--- config.mk ---
export PLATFORM = sky130hd
export DESIGN_NAME = msg_extract_ctrl
export DESIGN_NICKNAME = d
export VERILOG_FILES = /design/src/rtl/msgx_pkg.sv /design/src/rtl/msgx_prune.sv /design/src/rtl/msgx_scan.sv /design/src/rtl/msgx_msg_bank.sv /design/src/rtl/msg_extract_ctrl.sv
export SDC_FILE = /design/constraint.sdc
export NUM_CORES = 1
export LEC_CHECK = 0
export BUFFER_PORTS_ARGS = -buffer_cell sky130_fd_sc_hd__buf_2
export CAP_MARGIN = 20
export CORE_MARGIN = 2
export CORE_UTILIZATION = 56
export DETAILED_ROUTE_END_ITERATION = 6
export GPL_TIMING_DRIVEN = 0
export PLACE_DENSITY = 0.81
export SLEW_MARGIN = 25
export SYNTH_ARGS = -nofsm -noshare
export SYNTH_HDL_FRONTEND = slang
export SYNTH_SLANG_ARGS = --single-unit
--- constraint.sdc ---
create_clock -name clk -period 6 [get_ports clk]
set_input_delay 1.8 -clock clk [delete_from_list [all_inputs] [get_ports clk]]
set_output_delay 1.8 -clock clk [all_outputs]
set_load 0.02 [all_outputs]
--- src/rtl/msgx_pkg.sv ---
package msgx_pkg;
    typedef enum logic [2:0] {
        ST_IDLE = 3'd0,
        ST_WAIT = 3'd1,
        ST_CNT  = 3'd2,
        ST_MSG  = 3'd3,
        ST_BUS  = 3'd4
    } msgx_state_e;

    localparam logic [1:0] IDLE_LABEL = 2'b01;
    localparam int         IRQ_LEN    = 2;
endpackage

--- src/rtl/msgx_prune.sv ---
module msgx_prune
    import msgx_pkg::*;
#(
    parameter int NBUS = 8
) (
    input  logic [NBUS-1:0]   mask,
    input  logic [2*NBUS-1:0] labels,
    output logic [NBUS-1:0]   keep
);
    for (genvar g = 0; g < NBUS; g++) begin : g_bus
        assign keep[g] = mask[g] && (labels[2*g+1 -: 2] != IDLE_LABEL);
    end
endmodule

--- src/rtl/msgx_scan.sv ---
module msgx_scan #(
    parameter int NBUS = 8,
    localparam int BW = (NBUS > 1) ? $clog2(NBUS) : 1,
    localparam int CW = $clog2(NBUS + 1)
) (
    input  logic [NBUS-1:0] vec,
    output logic [BW-1:0]   top_idx,
    output logic            any,
    output logic [CW-1:0]   count
);
    always_comb begin
        top_idx = '0;
        count   = '0;
        for (int i = 0; i < NBUS; i++) begin
            if (vec[i]) begin
                top_idx = BW'(i);
                count   = count + CW'(1);
            end
        end
        any = |vec;
    end
endmodule

--- src/rtl/msgx_msg_bank.sv ---
module msgx_msg_bank #(
    parameter int NBUS = 8,
    parameter int DW   = 8,
    localparam int BW = (NBUS > 1) ? $clog2(NBUS) : 1
) (
    input  logic               clk,
    input  logic               rst,
    input  logic               load,
    input  logic [DW*NBUS-1:0] din,
    input  logic [BW-1:0]      sel,
    output logic [DW-1:0]      dout
);
    logic [DW-1:0] byte_q [NBUS];

    for (genvar g = 0; g < NBUS; g++) begin : g_slot
        logic [DW-1:0] byte_d;
        always_comb begin
            byte_d = byte_q[g];
            if (load) byte_d = din[DW*g +: DW];
        end
        always_ff @(posedge clk) begin
            if (rst) byte_q[g] <= '0;
            else     byte_q[g] <= byte_d;
        end
    end

    always_comb begin
        dout = '0;
        for (int i = 0; i < NBUS; i++) begin
            if (sel == BW'(i)) dout = byte_q[i];
        end
    end
endmodule

--- src/rtl/msg_extract_ctrl.sv ---
module msg_extract_ctrl
    import msgx_pkg::*;
#(
    parameter int NBUS = 8,
    parameter int DW   = 8
) (
    input  logic               clk,
    input  logic               rst,
    input  logic               frame_start,
    input  logic               routine_done,
    input  logic [2*NBUS-1:0]  start_label,
    input  logic [DW*NBUS-1:0] msg_bytes,
    input  logic               host_wr,
    input  logic [NBUS-1:0]    host_wdata,
    input  logic               host_rd,
    input  logic               host_rsel,
    output logic [DW-1:0]      host_rdata,
    output logic               data_ready_n
);
    localparam int BW = (NBUS > 1) ? $clog2(NBUS) : 1;
    localparam int CW = $clog2(NBUS + 1);

    typedef struct packed {
        msgx_state_e     st;
        logic [NBUS-1:0] bg;
        logic [NBUS-1:0] work;
        logic [DW-1:0]   msg_reg;
        logic [DW-1:0]   idx_reg;
        logic [BW-1:0]   cur;
        logic [1:0]      irq;
        logic            ack;
        logic            armed;
    } regs_t;

    regs_t r_q, r_d;

    logic [NBUS-1:0] pruned;
    logic [NBUS-1:0] cur_bit;
    logic [NBUS-1:0] pick_src;
    logic [BW-1:0]   top_idx;
    logic            any_left;
    logic [CW-1:0]   pend_cnt;
    logic [DW-1:0]   sel_byte;
    logic            rd_msg;
    logic            rd_idx;

    // Signals brought out for the bound checker.
    logic [DW-1:0]   idx_q;
    logic [NBUS-1:0] work_q;
    logic [NBUS-1:0] bg_q;

    msgx_prune #(.NBUS(NBUS)) i_prune (
        .mask   (r_q.bg),
        .labels (start_label),
        .keep   (pruned)
    );

    assign cur_bit  = NBUS'(1) << r_q.cur;
    assign pick_src = (r_q.st == ST_BUS) ? (r_q.work & ~cur_bit) : r_q.work;

    msgx_scan #(.NBUS(NBUS)) i_scan (
        .vec     (pick_src),
        .top_idx (top_idx),
        .any     (any_left),
        .count   (pend_cnt)
    );

    msgx_msg_bank #(.NBUS(NBUS), .DW(DW)) i_bank (
        .clk  (clk),
        .rst  (rst),
        .load (frame_start && r_q.armed),
        .din  (msg_bytes),
        .sel  (top_idx),
        .dout (sel_byte)
    );

    assign rd_msg = host_rd && !host_rsel;
    assign rd_idx = host_rd &&  host_rsel;

    always_comb begin
        r_d = r_q;
        if (r_q.irq != 2'd0) r_d.irq = r_q.irq - 2'd1;

        if (frame_start) begin
            if (r_q.armed) begin
                r_d.work = pruned;
                r_d.irq  = 2'd0;
                r_d.st   = (|pruned) ? ST_WAIT : ST_IDLE;
            end
        end else if (host_wr && (|host_wdata)) begin
            r_d.bg    = host_wdata;
            r_d.work  = host_wdata;
            r_d.armed = 1'b1;
            r_d.irq   = 2'd0;
            r_d.st    = ST_IDLE;
        end else begin
            unique case (r_q.st)
                ST_IDLE: begin
                    if (rd_idx) r_d.ack = 1'b1;
                end
                ST_WAIT: begin
                    if (rd_idx) r_d.ack = 1'b1;
                    if (routine_done && r_q.ack) begin
                        r_d.irq     = 2'(IRQ_LEN);
                        r_d.idx_reg = DW'(pend_cnt);
                        r_d.ack     = 1'b0;
                        r_d.st      = ST_CNT;
                    end
                end
                ST_CNT: begin
                    if (rd_idx) begin
                        r_d.msg_reg = sel_byte;
                        r_d.idx_reg = DW'(top_idx);
                        r_d.cur     = top_idx;
                        r_d.st      = ST_MSG;
                    end
                end
                ST_MSG: begin
                    if (rd_msg) r_d.st = ST_BUS;
                end
                ST_BUS: begin
                    if (rd_idx) begin
                        r_d.work = r_q.work & ~cur_bit;
                        if (any_left) begin
                            r_d.msg_reg = sel_byte;
                            r_d.idx_reg = DW'(top_idx);
                            r_d.cur     = top_idx;
                            r_d.st      = ST_MSG;
                        end else begin
                            r_d.st = ST_IDLE;
                        end
                    end
                end
                default: r_d.st = ST_IDLE;
            endcase
        end
    end

    always_ff @(posedge clk) begin
        if (rst) r_q <= '0;
        else     r_q <= r_d;
    end

    assign host_rdata   = host_rsel ? r_q.idx_reg : r_q.msg_reg;
    assign data_ready_n = (r_q.irq == 2'd0);

    assign idx_q  = r_q.idx_reg;
    assign work_q = r_q.work;
    assign bg_q   = r_q.bg;
endmodule

* Word level (Yosys, flattened, before mapping)
Memory sizes are Yosys's and may differ from the RTL's.
Cells that the tools add are included.
Widths: inputs -> output; s select.
** Operators by class
- $add $sub $neg :: 8
- Equal/unequal tests :: 29
- Shift operators :: 1
- Muxes and demuxes :: 73
- Bitwise logic cells :: 12
- Reduce and logical (&&, ||, !) cells :: 32
** Operators with widths (count)
- $mux 8 :: 31
- $mux 19 :: 2
- $mux 3 :: 12
- $mux 4 :: 7
- $mux 27 :: 1
- $add 4x1->4 const B :: 6
- $pmux 8 s3 :: 1
- $reduce_or 8->1 :: 3
- $ne 2x1->1 const B :: 9
- $mux 2 :: 8
- $pmux 8 s2 :: 1
- $eq 3x3->1 const B :: 5
- $pmux 3 s5 :: 1
- $logic_and 1x1->1 :: 13
- $eq 3x2->1 const B :: 4
- $ne 4x4->1 const B :: 3
- $reduce_and 6->1 :: 2
- $reduce_bool 3->1 :: 3
- $and 8x8->8 :: 1
- $ne 2x2->1 const B :: 4
- $not 8->8 :: 1
- $or 1x1->1 :: 8
- $shl 1x3->8 const A :: 1
- $mux 1 :: 7
- other kinds (15) :: 21
** Word-level totals
- Bits in registers :: 42
- RAM bits :: 64
- Input port bits :: 95
- Output and inout bits :: 9
- Logic and storage cells :: 165
- Memories :: 1
** Memory list
- i_bank.byte_q :: depth 8, width 8, read ports 8, clocked after memory_dff 0, wr ports 8, line msgx_msg_bank.sv:13 : logic [DW-1:0] byte_q [NBUS];

* Logic depth before layout (Yosys ltp)
Gate-level depths: netlist of the first run.
- Depth after elaboration :: 25
- Depth in mapped cells :: 25

* Modules after synthesis
Synthesis of the first run repeated with hierarchy kept, for this count alone.
** Unflattened totals
- Cells, all modules :: 585
- Area, all modules :: 5549.1 um^2
** By module, submodules not included
- msgx_msg_bank :: instances 1, cells an instance 255, area an instance 2785.2 um^2
- msg_extract_ctrl :: instances 1, cells an instance 214, area an instance 1945.6 um^2
- msgx_scan :: instances 1, cells an instance 100, area an instance 728.2 um^2
- msgx_prune :: instances 1, cells an instance 16, area an instance 90.1 um^2

* Least setup slack after synthesis of the first run
No wires, ideal clock.
- Kind :: reg2reg
- Start point :: reg r_q[39] (netlist bit)
- End point :: reg r_q (netlist bit idx_q[2])
- Setup time :: 0.070 ns
- Data arrival time :: 4.584 ns
- Required time :: 5.930 ns
- Setup slack :: 1.346 ns
- Stages on the path, launching flop included :: 24
- Buffers on the path :: 4
- Clock period less this slack :: 4.654 ns
- Cells stage by stage :: dfxtp_1 > buf_6 > or3b_4 > buf_6 > o31ai_1 > buf_2 > ha_1 > buf_2 > xnor2_4 > inv_2 > ha_1 > xnor2_1 > or3_1 > a41oi_2 > nor3_1 > ha_1 > nand2_1 > o41ai_2 > ha_1 > nand2_1 > xnor2_1 > xnor2_1 > a211o_1 > a21oi_1
** On the way
- Word-level cells in the longest chain between the ends :: 19
** Ends and longest elaborated chain
- from (decl) :: line msg_extract_ctrl.sv:35 : regs_t r_q, r_d;
- from (signal assigned) :: line msg_extract_ctrl.sv:141 : else r_q <= r_d;
- $eq 3x3->1 :: line msg_extract_ctrl.sv:59, msg_extract_ctrl.sv:97
- $mux 8 :: line msg_extract_ctrl.sv:59 : assign pick_src = (r_q.st == ST_BUS) ? (r_q.work & ~cur_bit) : r_q.work;
- $mux 1 :: line msgx_scan.sv:15 : if (vec[i]) begin
- $add 1x1->2 :: line msgx_scan.sv:17 : count = count + CW'(1);
- $mux 4 :: line msgx_scan.sv:15
- $add 4x1->4 :: line msgx_scan.sv:17
- $mux 4 :: line msgx_scan.sv:15
- $add 4x1->4 :: line msgx_scan.sv:17
- (+3 left out)
- $add 4x1->4 :: line msgx_scan.sv:17
- $mux 4 :: line msgx_scan.sv:15
- $add 4x1->4 :: line msgx_scan.sv:17
- $mux 4 :: line msgx_scan.sv:15
- $add 4x1->4 :: line msgx_scan.sv:17
- $mux 4 :: line msgx_scan.sv:15
- $mux 8 :: line msg_extract_ctrl.sv:103 : if (routine_done && r_q.ack) begin
- $pmux 8 s3 :: line msg_extract_ctrl.sv:97 : unique case (r_q.st)
Parallel ways exist; a longest one is shown, timed or not. The select of a mux whose other input is x is not followed.
A chain may end at the register's enable or synchronous reset.

* Final worst setup path of the first run
Same ends and word-level chain as after synthesis.

==> flow_summary.ini, run 1 <==
[outcome]
status = finished, final reports clean

[drt]
drtIter0Drc = 474
ant_nets = 0
vias_per_cell = 5.74
wire_per_inst_um = 15.9
num_vias = 5552
routed_wl_mm = 15.3
dr.pass1.iters = 5
drc = 0

[layout]
drive_above_1_share_pct = 20.4
fin_area_sq_um = 6360
area_growth_pct = 16.2
nNetsFinal = 932
antenna_cells = 0

[worst_setup_path]
crit_path_end = idx_q[2]
crit_start = r_q[39]
critical_path_class = flip-flop to flip-flop
startpoint_type = flip-flop
critPathCaptureType = flip-flop
timing.rr.start = r_q[39]
rrSetupSlack_ps = 770
reg2reg_depth = 23
worst_path_max_delay_cell = or3b_4
path_delay_family = adder cells
max_stage_delay_ps = 430
r2r-end = idx_q[2]
cp.depth = 23
critPathBufInv = 5
critPathRequiredTime_ps = 6290
crit_arrival_ps = 5520
cp_common_cell = ha_1
crit_fanout = 11
crit_chain = buf_6, or3b_4, buf_6, o31ai_1, buf_2, inv_1, ha_1, mux2i_1, inv_1, ha_1, xnor2_1, or3_1, a41oi_2, nor3_1, ha_1, nand2_1, o41ai_2, ha_1, nand2_1, xnor2_1, xnor2_1, a211o_1, a21oi_1

[yosys]
syn_nets = 819
synth_edf_count = 0
ys_ff_latch = 102
ys.flop_type = dfxtp_1
ys_async_sr_fraction_pct = 0
netlist_area_sq_um = 5470
synthCells = 716
ys_seq_area_share_pct = 37.3
synth_warnings = 0
avgSynthCellArea_sq_um = 7.65
ys_types = 71

[hold_path]
hold_depth = 1
hold_class = flip-flop to flip-flop

[global_route]
antenna_found_initial = 0
grt_pass1_wl_mm = 24.6
grtUsageMet2_pct = 51.3
busiest_layer = met2
grtUsageTotal_pct = 29.9
grt_overflow = 0
grt_max_degree = 17
met1_usage_pct = 39.2
met3_usage_pct = 3.93
grt_pass1_vias = 5122

[sta]
drv_slew = 0
setup_ws_ps = 769
min_period_ps = 5230
tightest_slew_ps = 1000
grt_setup_unrepaired = no
hold_viol = 0
max_freq_ghz = 0.191
setup_violations = 0
post-route-period-util_pct = 87.2
relSlewSlack_pct = 32.6
setup_tns_ps = 0
clock_skew_ps = 11.9

[cts]
clk_latency_ps = 370
h-tree-depth = 3
clockBufferDepth = 2
post_cts_resized = 0
postCtsHoldBufs = 0
cts_setup_buffers = 0
ctsRootBufferMaster = clkbuf_8
path_clk_slew_ps = 100
clock_sinks = 102
cts_buffers = 9
cts_tree = yes

[floorplanning]
rows = 36
core-area_sq_um = 9640
fp.dieW_um = 103
start_util_pct = 56.8
die_h_um = 103
pin_count = 104
dieArea_sq_um = 10600

[power_and_ir_drop]
ir_worst_vdd_uv = 141
p_leak_uw = 0.00251
total_power_uw = 1360
power_density_nw_per_um2 = 214

[place]
place_hpwl_mm = 11.8
dp_slack_ps = 777
postPlaceCellArea_sq_um = 6150
portBuffers = 102
globalplace.congestion = 0.921

[run]
cap_violations = 0
power breakdown:
part           internal (uW)  switching (uW)
logic                   76.5             118
registers                696            12.6
clock network            218             240
metrics by stage:
step	instances	hold WS, ps	util [%]
global route	967	483	66.0
detailed placement	951	441	63.8
global placement	951	433	63.8
CTS	967	454	66.0
finish	967	455	66.0
floorplan	716	422	-
cell families after synthesis:
family | Yosys count | synth area share (%)
simple gates | 291 | 23.5
xor+xnor | 15 | 3.02
fa+ha+maj | 8 | 1.83
buf+inv | 64 | 5.12
compound gates | 221 | 26.2
flops | 102 | 37.3
mux | 15 | 3.06
routing by layer:
layer	vias up	wire, um
li1	2720	-
met1	2597	6440
met2	198	7640
met3	37	905
met4	0	353
met5	-	0
area by class of cell:
| cell class | count | area, sq um |
|---|---|---|
| Fill cell | 883 | 3280 |
| Sequential cell | 102 | 2040 |
| Clock buffer | 12 | 155 |
| Inverter | 19 | 71.3 |
| Clock inverter | 4 | 52.6 |
| Buffer | 45 | 209 |
| Multi-Input combinational cell | 550 | 3150 |
| Timing Repair Buffer | 102 | 510 |
| Tap cell | 133 | 166 |
Yosys cell counts (8+ instances only):
master | count | share of area (%)
buf_2 | 8 | 0.73
nor3_1 | 12 | 1.1
clkbuf_1 | 30 | 2.1
nand2_1 | 177 | 12
nor2_1 | 37 | 2.5
o21ai_0 | 33 | 3.0
xnor2_1 | 11 | 1.8
ha_1 | 8 | 1.8
dfxtp_1 | 102 | 37
a21oi_1 | 100 | 9.1
inv_1 | 18 | 1.2
mux2i_1 | 10 | 1.8
a22oi_1 | 14 | 1.9
a21o_1 | 8 | 1.1
or2_2 | 10 | 1.1
nand3_1 | 10 | 0.91
and3_1 | 8 | 0.91
state kept, by name (all words and copies together), names as in the netlist:
| register | cells |
|---|---|
| r_q | 18 |
| idx_q | 4 |
| work_q | 8 |
| bg_q | 8 |
| i_bank.byte_q | 64 |
worst min-delay path by stage:
stage	start	end	slack [ps]
after floorplan	r_q[2]	r_q[2]	420
after CTS	r_q[2]	r_q[2]	450
after detailed placement	r_q[2]	r_q[2]	440
after global routing	i_bank.byte_q[1][3]	i_bank.byte_q[1][3]	480
after global placement	r_q[2]	r_q[2]	430
final	r_q[2]	r_q[2]	450
worst register-to-register path: stages (launching register included):
cell	delay [ps]
dfxtp_1	330
buf_6	140
or3b_4	430
buf_6	170
o31ai_1	310
buf_2	360
inv_1	210
ha_1	250
mux2i_1	260
inv_1	80
ha_1	350
xnor2_1	150
or3_1	330
a41oi_2	290
nor3_1	110
ha_1	290
nand2_1	60
o41ai_2	90
ha_1	220
nand2_1	60
xnor2_1	200
xnor2_1	100
a211o_1	290
a21oi_1	110
cells in the final DEF (no fill, tap or decap), types with 10 or more instances in the layout:
cell,Yosys,layout
dfxtp_1,102,102
inv_1,18,18
buf_2,8,110
nand2_1,177,177
nand3_1,10,10
xnor2_1,11,11
o21ai_0,33,33
a21oi_1,100,100
nor2_1,37,37
or2_2,10,10
clkbuf_8,0,11
a22oi_1,14,14
nor3_1,12,12
mux2i_1,10,10
clkbuf_1,30,31
Note: power is estimated with default switching activity, not from simulation.
==> run 2, diff against run 1 <==
CELL_PAD_IN_SITES_DETAIL_PLACEMENT = 2   (was unset)
CELL_PAD_IN_SITES_GLOBAL_PLACEMENT = 2   (was unset)
CORE_UTILIZATION = 32   (was 56)
PLACE_DENSITY = unset   (was 0.81)
PLACE_DENSITY_LB_ADDON = 0.1   (was unset)
SKIP_LAST_GASP = 1   (was unset)
==> run 2 against run 1 <==
Fmax fell by 3.7%. Count of clock-buffer cells in the layout fell by 1. Via count fell by 0.54%. Utilization fell by 27 points.
==> flow_summary.ini, run 2 (synthesized netlist as in run 1, its figures left out) <==
[outcome]
status = finished, final reports clean

[floorplanning]
start_util_pct = 32.9
dieArea_sq_um = 18200
rows = 47
fp.dieW_um = 135
pin_count = 104
die_h_um = 135
core-area_sq_um = 16600

[global_route]
grt_overflow = 0
antenna_found_initial = 0
grt_pass1_wl_mm = 32.4
grt_pass1_vias = 6097
grtUsageTotal_pct = 22.9
grt_max_degree = 17

[worst_setup_path]
startpoint_type = flip-flop
r2r-end = idx_q[2]
crit_fanout = 11
critical_path_class = flip-flop to flip-flop
timing.rr.start = r_q[41]
critPathRequiredTime_ps = 6270
crit_arrival_ps = 5700
reg2reg_depth = 25
critPathCaptureType = flip-flop
rrSetupSlack_ps = 570

[drt]
drtIter0Drc = 161
routed_wl_mm = 20.1
vias_per_cell = 5.24
drc = 0
wire_per_inst_um = 19.1
ant_nets = 0
dr.pass1.iters = 4
num_vias = 5522

[cts]
ctsRootBufferMaster = clkbuf_16
path_clk_slew_ps = 70
cts_buffers = 9
h-tree-depth = 3
post_cts_resized = 0
clockBufferDepth = 2
cts_tree = yes
cts_setup_buffers = 0
clock_sinks = 102
clk_latency_ps = 350
postCtsHoldBufs = 0

[layout]
drive_above_1_share_pct = 20.4
nNetsFinal = 932
largest_reg_flops = 64
largest-register = i_bank.byte_q
fin_cells = 1053
final_common_cell = nand2_1
top_regs = i_bank.byte_q (64), r_q (18)
area_growth_pct = 20.0
antenna_cells = 0
fillers = 1994
finish.utilization_pct = 39.5
multi_input_area_sq_um = 3150
layout_common_cells = 177 x nand2_1, 110 x buf_2, 102 x dfxtp_1, 100 x a21oi_1, 37 x nor2_1
ff_latch_area_sq_um = 2040

[hold_path]
min_to = i_bank.byte_q[0][30]
hold_depth = 2
hold_start = i_bank.byte_q[0][30]
hold_class = flip-flop to flip-flop

[sta]
grt_setup_unrepaired = no
tightest_slew_ps = 1060
relSlewSlack_pct = 28.9
drv_slew = 0
setup_violations = 0
post-route-period-util_pct = 90.6
clock_skew_ps = 6.31
hold_viol = 0
min_period_ps = 5430
setup_tns_ps = 0
max_freq_ghz = 0.184

[place]
dpl.cell_count = 1038
place_hpwl_mm = 15.9
portBuffers = 102
globalplace.congestion = 0.806

[power_and_ir_drop]
p_leak_uw = 0.00256
ir_worst_vdd_uv = 139
power_density_nw_per_um2 = 234

[run]
cap_violations = 0
run 2: worst max-delay path by stage:
stage / startpoint / endpoint / slack, ps / cells after the start
after floorplan: r_q[39] / idx_q[2] / 1350 / 23
after global placement: r_q[39] / idx_q[2] / 800 / 23
after detailed placement: r_q[41] / idx_q[2] / 580 / 25
after CTS: r_q[41] / idx_q[2] / 480 / 25
after global routing: r_q[41] / idx_q[2] / 90 / 25
final: r_q[41] / idx_q[2] / 570 / 25
run 2: area by class of cell:
type                    instances  share of cell area, %
plain buffers                  45                   3.18
clock buffers                  11                   3.85
clock inverters                 4                  0.838
inverters                      19                   1.09
multi-input cells             550                   48.0
flip-flops and latches        102                   31.1
well taps                     220                   4.19
repair buffers                102                   7.77
run 2: routing by layer:
metal	vias to the layer above	wire length (um)	share of wire (%)	global-route usage, %
met2	65	10500	53	42.6
met4	0	380	1.9	7.13
li1	2717	-	-	-
met5	-	0	0	0
met3	20	352	1.8	2.36
met1	2720	8800	44	27.6
run 2: where the power goes:
part / internal, uW / switching [uW] / leakage (uW)
Combinational: 76.3 / 127 / 0.00158
Sequential: 696 / 12.9 / 0.000827
Clock: 347 / 275 / 0.000148
Total: 1120 / 415 / 0.00256
run 2: critical path, stage by stage (launching register included):
cell and delay, ps:
dfxtp_1 330, buf_6 130, or3b_4 430, buf_6 170, o31ai_1 310, buf_2 390
inv_1 240, ha_1 340, mux2i_4 200, xnor2_1 200, nand2_1 90, o21ai_0 90
ha_1 270, xnor2_1 190, xnor2_1 100, nor3_2 240, nor3_1 90, ha_1 280
nand2_1 60, o41ai_2 100, ha_1 220, nand2_1 60, xnor2_1 220, xnor2_1 110
a211o_1 320, a21oi_1 160
run 2: stage by stage:
| step | setup slack [ps] | hold slack [ps] | total power (uW) | area [sq um] |
|---|---|---|---|---|
| after floorplan | 1350 | 422 | 843 | 5470 |
| after detailed placement | 576 | 453 | 929 | 6260 |
| after global routing | 92.1 | 485 | 1600 | 6570 |
| after CTS | 485 | 462 | 1550 | 6570 |
| final | 567 | 459 | 1530 | 6570 |
| after global placement | 796 | 437 | 919 | 6260 |
==> run 3, diff against run 2 <==
CAP_MARGIN = unset   (was 20)
CORE_MARGIN = 5   (was 2)
CORE_UTILIZATION = 29   (was 32)
clock period = 4.6 ns   (was 6 ns; I/O delays follow)
==> run 3 against run 2 <==
Non-clock buffer count grew 11. Sequential power grew 30%. Combinational power grew 38%. Power grew 32%. Fmax grew 21%. First-iteration DRC count grew 19%. Critical endpoint unchanged. Highest routed layer unchanged.
==> flow_summary.ini, run 3 (synthesized netlist as in run 1, its figures left out) <==
[layout]
nNetsFinal = 943
antenna_cells = 0
ff_latch_area_sq_um = 2040
fin_cells = 1079
layout_common_cells = 176 x nand2_1, 108 x buf_2, 101 x dfxtp_1, 100 x a21oi_1, 37 x nor2_1
drive_above_1_share_pct = 23.4
largest_reg_flops = 64
multi_input_area_sq_um = 3260
largest-register = i_bank.byte_q
final_common_cell = nand2_1
fillers = 2201
area_growth_pct = 24.2
top_regs = i_bank.byte_q (64), r_q (18)

[drt]
vias_per_cell = 5.20
num_vias = 5610
drc = 0
ant_nets = 0
dr.pass1.iters = 4
wire_per_inst_um = 19.1
drtIter0Drc = 191
routed_wl_mm = 20.7

[global_route]
grt_pass1_wl_mm = 32.8
grt_pass1_vias = 6203
antenna_found_initial = 1
grtUsageTotal_pct = 19.0
grt_overflow = 0
grt_max_degree = 19

[cts]
cts_buffers = 9
clk_latency_ps = 360
clock_sinks = 102
path_clk_slew_ps = 70
h-tree-depth = 3
clockBufferDepth = 2
cts_tree = yes
ctsRootBufferMaster = clkbuf_16
postCtsHoldBufs = 0

[worst_setup_path]
crit_chain = buf_6, or3b_4, o31ai_4, buf_6, clkinvlp_4, ha_4, mux2i_4, xnor2_2, nand2_1, o21ai_0, ha_1, xnor2_2, xnor2_1, nor3_2, nor3_1, ha_1, nand2_2, o41ai_4, ha_2, nand2_1, xnor2_2, xnor2_1, a211o_1, a21oi_1
critPathRequiredTime_ps = 4870
crit_arrival_ps = 4780
worst_path_max_delay_cell = or3b_4
startpoint_type = flip-flop
crit_fanout = 10
r2r-end = idx_q[2]
reg2reg_depth = 24
critPathBufInv = 3
critical_path_class = flip-flop to flip-flop
max_stage_delay_ps = 420
timing.rr.start = r_q[40]
path_delay_family = adder cells
critPathCaptureType = flip-flop
cp_common_cell = xnor2_2
rrSetupSlack_ps = 90

[run]
cap_violations = 0

[floorplanning]
pin_count = 104
die_h_um = 147
start_util_pct = 29.4
dieArea_sq_um = 21700
fp.dieW_um = 147
rows = 50
core-area_sq_um = 18600

[sta]
grt_setup_unrepaired = yes
min_period_ps = 4510
setup_violations = 0
whs_ps = 459
tightest_slew_ps = 917
setup_tns_ps = 0
drv_slew = 0
post-route-period-util_pct = 98.0
relSlewSlack_pct = 38.3
hold_viol = 0
max_freq_ghz = 0.222
clock_skew_ps = 10.1

[place]
dpl.cell_count = 1052
globalplace.congestion = 0.779
place_hpwl_mm = 16.3
portBuffers = 102

[outcome]
status = finished, final reports clean

[power_and_ir_drop]
p_leak_uw = 0.00262
ir_worst_vdd_uv = 220
total_power_uw = 2030
power_density_nw_per_um2 = 299

[hold_path]
hold_depth = 2
min_to = i_bank.byte_q[0][23]
hold_class = flip-flop to flip-flop
hold_start = i_bank.byte_q[0][23]
==> run 3: report_power, final <==
part | switching [uW] | internal, uW | leakage (uW)
logic | 171 | 110 | 0.00164
registers | 17.1 | 908 | 0.000828
clock network | 378 | 447 | 0.000153
==> run 3: worst max-delay path by stage <==
stage / from / to / slack, ps / cells past startpoint
global route: r_q[40] / idx_q[2] / -160 / 24
CTS: r_q[5] / idx_q[2] / 3 / 24
floorplan: r_q[39] / idx_q[2] / 40 / 23
finish: r_q[40] / idx_q[2] / 90 / 24
global placement: r_q[39] / idx_q[2] / -430 / 23
detailed placement: r_q[41] / idx_q[2] / -590 / 23
==> run 3: timing repair <==
action / CTS / global route
setup buffers: 9 / 3
pin swaps: 8 / 2
endpoints found under the hold margin: 0 / 0
endpoints found under the setup margin: 3 / 3
resized for setup: 16 / 7
==> run 3: layout make-up <==
| class | instances | area share (%) |
|---|---|---|
| Inverter | 19 | 1.10 |
| Tap cell | 234 | 4.31 |
| Sequential cell | 102 | 30.0 |
| Buffer | 44 | 3.05 |
| Clock buffer | 10 | 3.51 |
| Multi-Input combinational cell | 550 | 48.0 |
| Timing Repair Buffer | 114 | 8.83 |
| Clock inverter | 6 | 1.14 |
==> run 3: worst reg2reg max path: stages, from the launching register on <==
cell,delay [ps]
dfxtp_2,330
buf_6,130
or3b_4,420
o31ai_4,220
buf_6,170
clkinvlp_4,190
ha_4,240
mux2i_4,180
xnor2_2,150
nand2_1,70
o21ai_0,80
ha_1,280
xnor2_2,140
xnor2_1,150
nor3_2,150
nor3_1,70
ha_1,290
nand2_2,60
o41ai_4,80
ha_2,240
nand2_1,80
xnor2_2,160
xnor2_1,160
a211o_1,300
a21oi_1,110
==> run 3: metrics by stage <==
step / util, % / area [sq um] / setup WS (ps)
2_1_floorplan: - / 5480 / 41.2
3_3_place_gp: 33.7 / 6280 / -427
3_5_place_dp: 33.7 / 6280 / -595
4_1_cts: 36.2 / 6750 / 3.38
5_1_grt: 36.5 / 6800 / -162
6_report: 36.5 / 6800 / 93.4
==> run 3: layer usage <==
metal  routed length, um  share of wire [%]  track usage (%)
met1                8930                 43             23.0
met2               10700                 52             34.6
met3                 518                2.5             2.85
met4                 474                2.3             5.87
met5                   0                  0                0
